`config.mk`:
```
export PLATFORM = sky130hd
export DESIGN_NAME = codec_dma_req
export DESIGN_NICKNAME = d
export VERILOG_FILES = /design/src/rtl/codec_dma_req.sv
export SDC_FILE = /design/constraint.sdc
export NUM_CORES = 1
export LEC_CHECK = 0
export BUFFER_PORTS_ARGS = -buffer_cell sky130_fd_sc_hd__buf_4
export CAP_MARGIN = 20
export CORE_ASPECT_RATIO = 0.5
export CORE_MARGIN = 3
export CORE_UTILIZATION = 47
export DETAILED_ROUTE_END_ITERATION = 16
export PLACE_DENSITY = 0.72
export SLEW_MARGIN = 40
export SYNTH_ARGS = -nofsm -noshare
export SYNTH_HDL_FRONTEND = slang
export SYNTH_SLANG_ARGS = --single-unit
```
`constraint.sdc`:
```
create_clock -name clk -period 2.33 [get_ports clk]
set_input_delay 0.1165 -clock clk [delete_from_list [all_inputs] [get_ports clk]]
set_output_delay 0.1165 -clock clk [all_outputs]
set_load 0.02 [all_outputs]
```
`src/rtl/codec_dma_req.sv`:
```
module codec_dma_req #(
  parameter int CNT_W = 16
) (
  input  logic             clk,
  input  logic             rst_n,
  input  logic             ph_play,
  input  logic             ph_cap,
  input  logic             pb_en,
  input  logic             cap_en,
  input  logic             pb_pio,
  input  logic             cap_pio,
  input  logic             single_ch,
  input  logic [1:0]       bsel,
  input  logic             pb_ack_n,
  input  logic             cap_ack_n,
  input  logic             rd_n,
  input  logic             wr_n,
  input  logic [CNT_W-1:0] cnt_base,
  input  logic             cnt_load,
  input  logic             flag_clr,
  output logic             pb_req,
  output logic             cap_req,
  output logic             pb_done,
  output logic             cap_done,
  output logic             irq,
  output logic             pb_ovr,
  output logic             cap_ovr,
  output logic [1:0]       pb_byte,
  output logic [1:0]       cap_byte
);

  logic             rd_q, wr_q, p_pend, c_pend;
  logic [CNT_W-1:0] cnt;
  logic [1:0]       last_idx;

  always_comb
    case (bsel)
      2'b00:   last_idx = 2'd0;
      2'b01:   last_idx = 2'd1;
      default: last_idx = 2'd3;
    endcase

  wire rd_fall = rd_q & ~rd_n;
  wire wr_fall = wr_q & ~wr_n;
  wire play_on = pb_en & ~pb_pio;
  wire cap_on  = cap_en & ~cap_pio & ~(single_ch & pb_en);
  wire set_p   = ph_play & play_on;
  wire set_c   = ph_cap & cap_on;
  wire p_stb   = p_pend & ~pb_ack_n & wr_fall;
  wire c_ack   = single_ch ? (~pb_ack_n & ~p_pend) : ~cap_ack_n;
  wire c_stb   = c_pend & c_ack & rd_fall;
  wire p_last  = p_stb & (pb_byte == last_idx);
  wire c_last  = c_stb & (cap_byte == last_idx);
  wire any_end = p_last | c_last;
  wire uflow   = any_end & ~cnt_load & (cnt == '0);

  assign pb_req  = single_ch ? (p_pend | c_pend) : p_pend;
  assign cap_req = single_ch ? 1'b0 : c_pend;

  always_ff @(posedge clk or negedge rst_n)
    if (!rst_n) begin
      rd_q <= 1'b1;
      wr_q <= 1'b1;
    end else begin
      rd_q <= rd_n;
      wr_q <= wr_n;
    end

  always_ff @(posedge clk or negedge rst_n)
    if (!rst_n) begin
      p_pend  <= 1'b0;
      c_pend  <= 1'b0;
      pb_byte <= '0;
      cap_byte <= '0;
      pb_done <= 1'b0;
      cap_done <= 1'b0;
    end else begin
      p_pend   <= (p_pend & ~p_last) | set_p;
      c_pend   <= (c_pend & ~c_last) | set_c;
      pb_done  <= p_last;
      cap_done <= c_last;
      if (p_stb) pb_byte <= p_last ? 2'd0 : pb_byte + 2'd1;
      if (c_stb) cap_byte <= c_last ? 2'd0 : cap_byte + 2'd1;
    end

  always_ff @(posedge clk or negedge rst_n)
    if (!rst_n) begin
      pb_ovr  <= 1'b0;
      cap_ovr <= 1'b0;
      irq     <= 1'b0;
    end else begin
      pb_ovr  <= (pb_ovr & ~flag_clr) | (set_p & p_pend & ~p_last);
      cap_ovr <= (cap_ovr & ~flag_clr) | (set_c & c_pend & ~c_last);
      irq     <= (irq & ~flag_clr) | uflow;
    end

  always_ff @(posedge clk or negedge rst_n)
    if (!rst_n)          cnt <= '0;
    else if (cnt_load)   cnt <= cnt_base;
    else if (uflow)      cnt <= cnt_base;
    else if (any_end)    cnt <= cnt - 1'b1;

endmodule

```
==> metrics.txt <==
# TYPE chip_impl_metric gauge
chip_impl_info{name="final_cell_mix",value="buf_4, dfrtp_1, nor3_1"} 1
chip_impl_info{name="cts_root_buffer",value="clkbuf_8"} 1
chip_impl_info{name="worstSetupStartpointType",value="register"} 1
chip_impl_info{name="cp_common_cell",value="or3_4"} 1
chip_impl_metric{name="p_switching",unit="mW"} 0.580
chip_impl_metric{name="grt_pass1_wl",unit="um"} 7220
chip_impl_metric{name="power_frac_clock",unit="%"} 27.4
chip_impl_metric{name="design.portCount",unit=""} 44
chip_impl_metric{name="grt_start_max_net_pins",unit=""} 30
chip_impl_info{name="postSynth.topFlopCell",value="dfrtp_1"} 1
chip_impl_metric{name="drt_pass1_iterations",unit=""} 4
chip_impl_metric{name="synthesis.area_per_instance",unit="sq um"} 9.86
chip_impl_metric{name="drt_iter0_markers",unit=""} 97
chip_impl_metric{name="achievable-frequency",unit="GHz"} 0.443
chip_impl_metric{name="gr-usage-all-layers",unit="%"} 22.0
chip_impl_info{name="tritoncts",value="done"} 1
chip_impl_info{name="largest_delay_share_family_worst_path",value="simple AND/OR/NAND/NOR gates"} 1
chip_impl_metric{name="pre_cts_slack",unit="ns"} 0.0168
chip_impl_metric{name="cts_buffer_depth",unit=""} 2
chip_impl_metric{name="place_congestion",unit=""} 0.808
chip_impl_metric{name="fin_tns_setup",unit="ns"} 0
chip_impl_metric{name="ys_seq_area_share",unit="%"} 44.0
chip_impl_metric{name="multi_input_area",unit="sq um"} 907
chip_impl_metric{name="initial_antenna_violation_count",unit=""} 0
chip_impl_metric{name="cap_viol_max_count",unit=""} 0
chip_impl_metric{name="design.die.area",unit="sq um"} 4320
chip_impl_info{name="critical_path_class",value="register to register"} 1
chip_impl_metric{name="rr_worst_depth",unit=""} 5
chip_impl_metric{name="drive_above_1_share",unit="%"} 36.7
chip_impl_metric{name="cellLeakagePower",unit="nW"} 0.954
chip_impl_metric{name="cp.arrival",unit="ns"} 2.49
chip_impl_metric{name="clk_transition_reported_paths",unit="ns"} 0.06
chip_impl_metric{name="switching_share",unit="%"} 33.9
chip_impl_metric{name="register_area",unit="sq um"} 728
chip_impl_metric{name="clock_latency",unit="ns"} 0.29
chip_impl_metric{name="synthesis.yosys.warnings",unit=""} 0
chip_impl_metric{name="final_antenna_net_count",unit=""} 0
chip_impl_metric{name="timing.final.crit_period",unit="ns"} 2.26
chip_impl_metric{name="timing.final.ws_setup",unit="ns"} 0.0739
chip_impl_metric{name="die_w",unit="um"} 90.0
chip_impl_info{name="hold_wc_path_type",value="primary input to register"} 1
chip_impl_metric{name="vias_per_cell",unit=""} 5.83
chip_impl_info{name="final_common_cell",value="buf_4"} 1
chip_impl_metric{name="slew_headroom",unit="%"} 57.6
chip_impl_metric{name="clock_buffers_created_by_tritoncts",unit=""} 5
chip_impl_metric{name="initial_utilization",unit="%"} 52.0
chip_impl_metric{name="power.share.sequential",unit="%"} 40.1
chip_impl_metric{name="syn_inst",unit=""} 168
chip_impl_info{name="critical-path-slowest-cell",value="or4b_4"} 1
chip_impl_info{name="worstSetupEndpointType",value="register"} 1
chip_impl_metric{name="worst-path-max-fanout",unit=""} 6
chip_impl_metric{name="power.density_cell_area",unit="nW/um^2"} 745
chip_impl_metric{name="timing.final.max_slew_violations",unit=""} 0
chip_impl_metric{name="design.final.nets",unit=""} 262
chip_impl_metric{name="drc",unit=""} 0
chip_impl_metric{name="number_of_nets_in_the_synthesized_netlist",unit=""} 202
chip_impl_metric{name="power.share.combinational",unit="%"} 32.5
chip_impl_metric{name="cp.depth",unit=""} 5
chip_impl_metric{name="cts.sinks",unit=""} 29
chip_impl_metric{name="timing.final.crit_share",unit="%"} 96.8
chip_impl_metric{name="first_global_vias",unit=""} 1546
chip_impl_metric{name="timing.critical_path.slowest_cell_delay",unit="ns"} 0.51
chip_impl_metric{name="critical_path_buf_inv_count",unit=""} 0
chip_impl_info{name="status",value="complete, no violations"} 1
chip_impl_metric{name="routed-via-count",unit=""} 1614
chip_impl_metric{name="setup-violations-final",unit=""} 0
chip_impl_metric{name="hold_depth",unit=""} 2
chip_impl_metric{name="required_time_worst_endpoint",unit="ns"} 2.56
chip_impl_metric{name="slew_at_the_pin_with_the_worst_max_slew_slack",unit="ns"} 0.633
chip_impl_metric{name="ctsHtreeMaxLevel",unit=""} 2
chip_impl_info{name="timing.critical_path.cells",value="or3_4 > or4b_4 > or3_4 > a211oi_2 > o32a_2"} 1
chip_impl_metric{name="post-cts-setup-buffer-count",unit=""} 0
chip_impl_metric{name="timing.final.hold_violations",unit=""} 0
chip_impl_metric{name="fillers",unit=""} 231
chip_impl_metric{name="syn_area",unit="sq um"} 1660
chip_impl_metric{name="avgRoutedWirePerCell",unit="um"} 15.7
chip_impl_metric{name="hpwlAfterDp",unit="um"} 3000
chip_impl_metric{name="p_total",unit="mW"} 1.71
chip_impl_metric{name="internal_power",unit="mW"} 1.13
chip_impl_metric{name="worst_clock_skew",unit="ns"} 0.00546
chip_impl_metric{name="syn2layout_area_growth",unit="%"} 38.6
chip_impl_metric{name="synth_seq_cells",unit=""} 29
chip_impl_metric{name="placement_rows",unit=""} 14
chip_impl_metric{name="antenna_cells",unit=""} 0
chip_impl_metric{name="ir_worst_vdd",unit="uV"} 658
chip_impl_metric{name="async_reset_ff_share",unit="%"} 100
chip_impl_metric{name="die_y",unit="um"} 48.0
chip_impl_metric{name="synth_edf_count",unit=""} 0
chip_impl_info{name="setup_repair_after_global_routing_missed_its_margin",value="false"} 1
chip_impl_metric{name="design.core.area",unit="sq um"} 3190
chip_impl_metric{name="synth.distinct_cells",unit=""} 52
chip_impl_metric{name="io_buffers",unit=""} 43
chip_impl_metric{name="globalRoute.totalOverflow",unit=""} 0
chip_impl_metric{name="wl",unit="um"} 4360
[Yosys cell counts, types with 3 or more instances]
master    instances  area share [%]
dfrtp_1          27              41
nor3_1           13             3.9
nand2_1          10             2.3
inv_1             8             1.8
o32a_1            8             4.8
o21ai_0           7             2.1
or3_1             7             2.6
clkbuf_1          6             1.4
nor2_1            6             1.4
nor4_1            6             2.3
nand2b_1          5             1.9
a211oi_1          4             1.8
o21a_1            4             1.8
o31a_1            4             2.1
nand3_1           3            0.91
[cells by family after synthesis]
kind of cell / Yosys count / share of synthesized area, %
AO/OA/AOI/OAI: 53 / 26.3
buffers and inverters: 17 / 4.76
multiplexers: 3 / 1.89
adder cells (fa/ha/maj): 1 / 0.755
AND/OR/NAND/NOR: 64 / 21.8
flip-flops: 29 / 44.0
XOR/XNOR: 1 / 0.529
[power by group through the flow]
stage	clock (mW)	sequential, mW	combinational, mW
floorplan	0	0.724	0.243
global placement	0	0.682	0.515
detailed placement	0	0.689	0.538
CTS	0.481	0.683	0.551
global route	0.503	0.699	0.609
finish	0.469	0.686	0.557
[metrics by stage]
| step | cell area [sq um] | utilization [%] | hold WS (ns) | cells |
|---|---|---|---|---|
| 2_1_floorplan | 1660 | - | -0.179 | 168 |
| 3_3_place_gp | 2110 | 66.1 | 0.0636 | 266 |
| 3_5_place_dp | 2120 | 66.4 | 0.0675 | 266 |
| 4_1_cts | 2260 | 70.9 | 0.0125 | 277 |
| 5_1_grt | 2300 | 72.0 | 0.0197 | 277 |
| 6_report | 2300 | 72.0 | 0.0181 | 277 |
[timing repair]
item | CTS | global route
endpoints found under the hold margin | 29 | 0
endpoints found under the setup margin | 2 | 15
resized for setup | 2 | 8
cloned | 0 | 0
hold buffers | 3 | 0
[sequential cells by signal, indices dropped and copies added (netlist names)]
name	cells
irq	1
cap_ovr	1
pb_ovr	1
cap_byte	2
pb_byte	2
cap_done	1
cnt	16
rd_q	1
pb_done	1
wr_q	1
p_pend	1
c_pend	1
[layer usage]
layer	vias to the layer above	share of wire, %	track usage [%]
met2	59	46	37.5
met3	7	6.9	6.91
met4	0	1.3	9.42
li1	779	-	-
met1	769	45	27.1
met5	-	0	0
[layout make-up]
class | count | area share, %
clock buffer | 7 | 4.20
clock inverter | 1 | 0.218
inverter | 9 | 1.47
multi-input combinational | 122 | 39.5
sequential | 29 | 31.7
tap | 48 | 2.62
timing repair buffer | 61 | 20.3
[path summary, 6_finish.rpt]
path                           from  endpoint  slack [ns]
setup / recovery             cnt[9]    cnt[9]        0.07
hold / removal             flag_clr    pb_ovr        0.02
setup reg to reg             cnt[9]    cnt[9]        0.07
hold reg to reg                 irq       irq        0.53
max in group asynchronous     rst_n      wr_q        1.71
min in group asynchronous     rst_n   cnt[15]        0.30
Note: power is estimated with default switching activity, not from simulation.
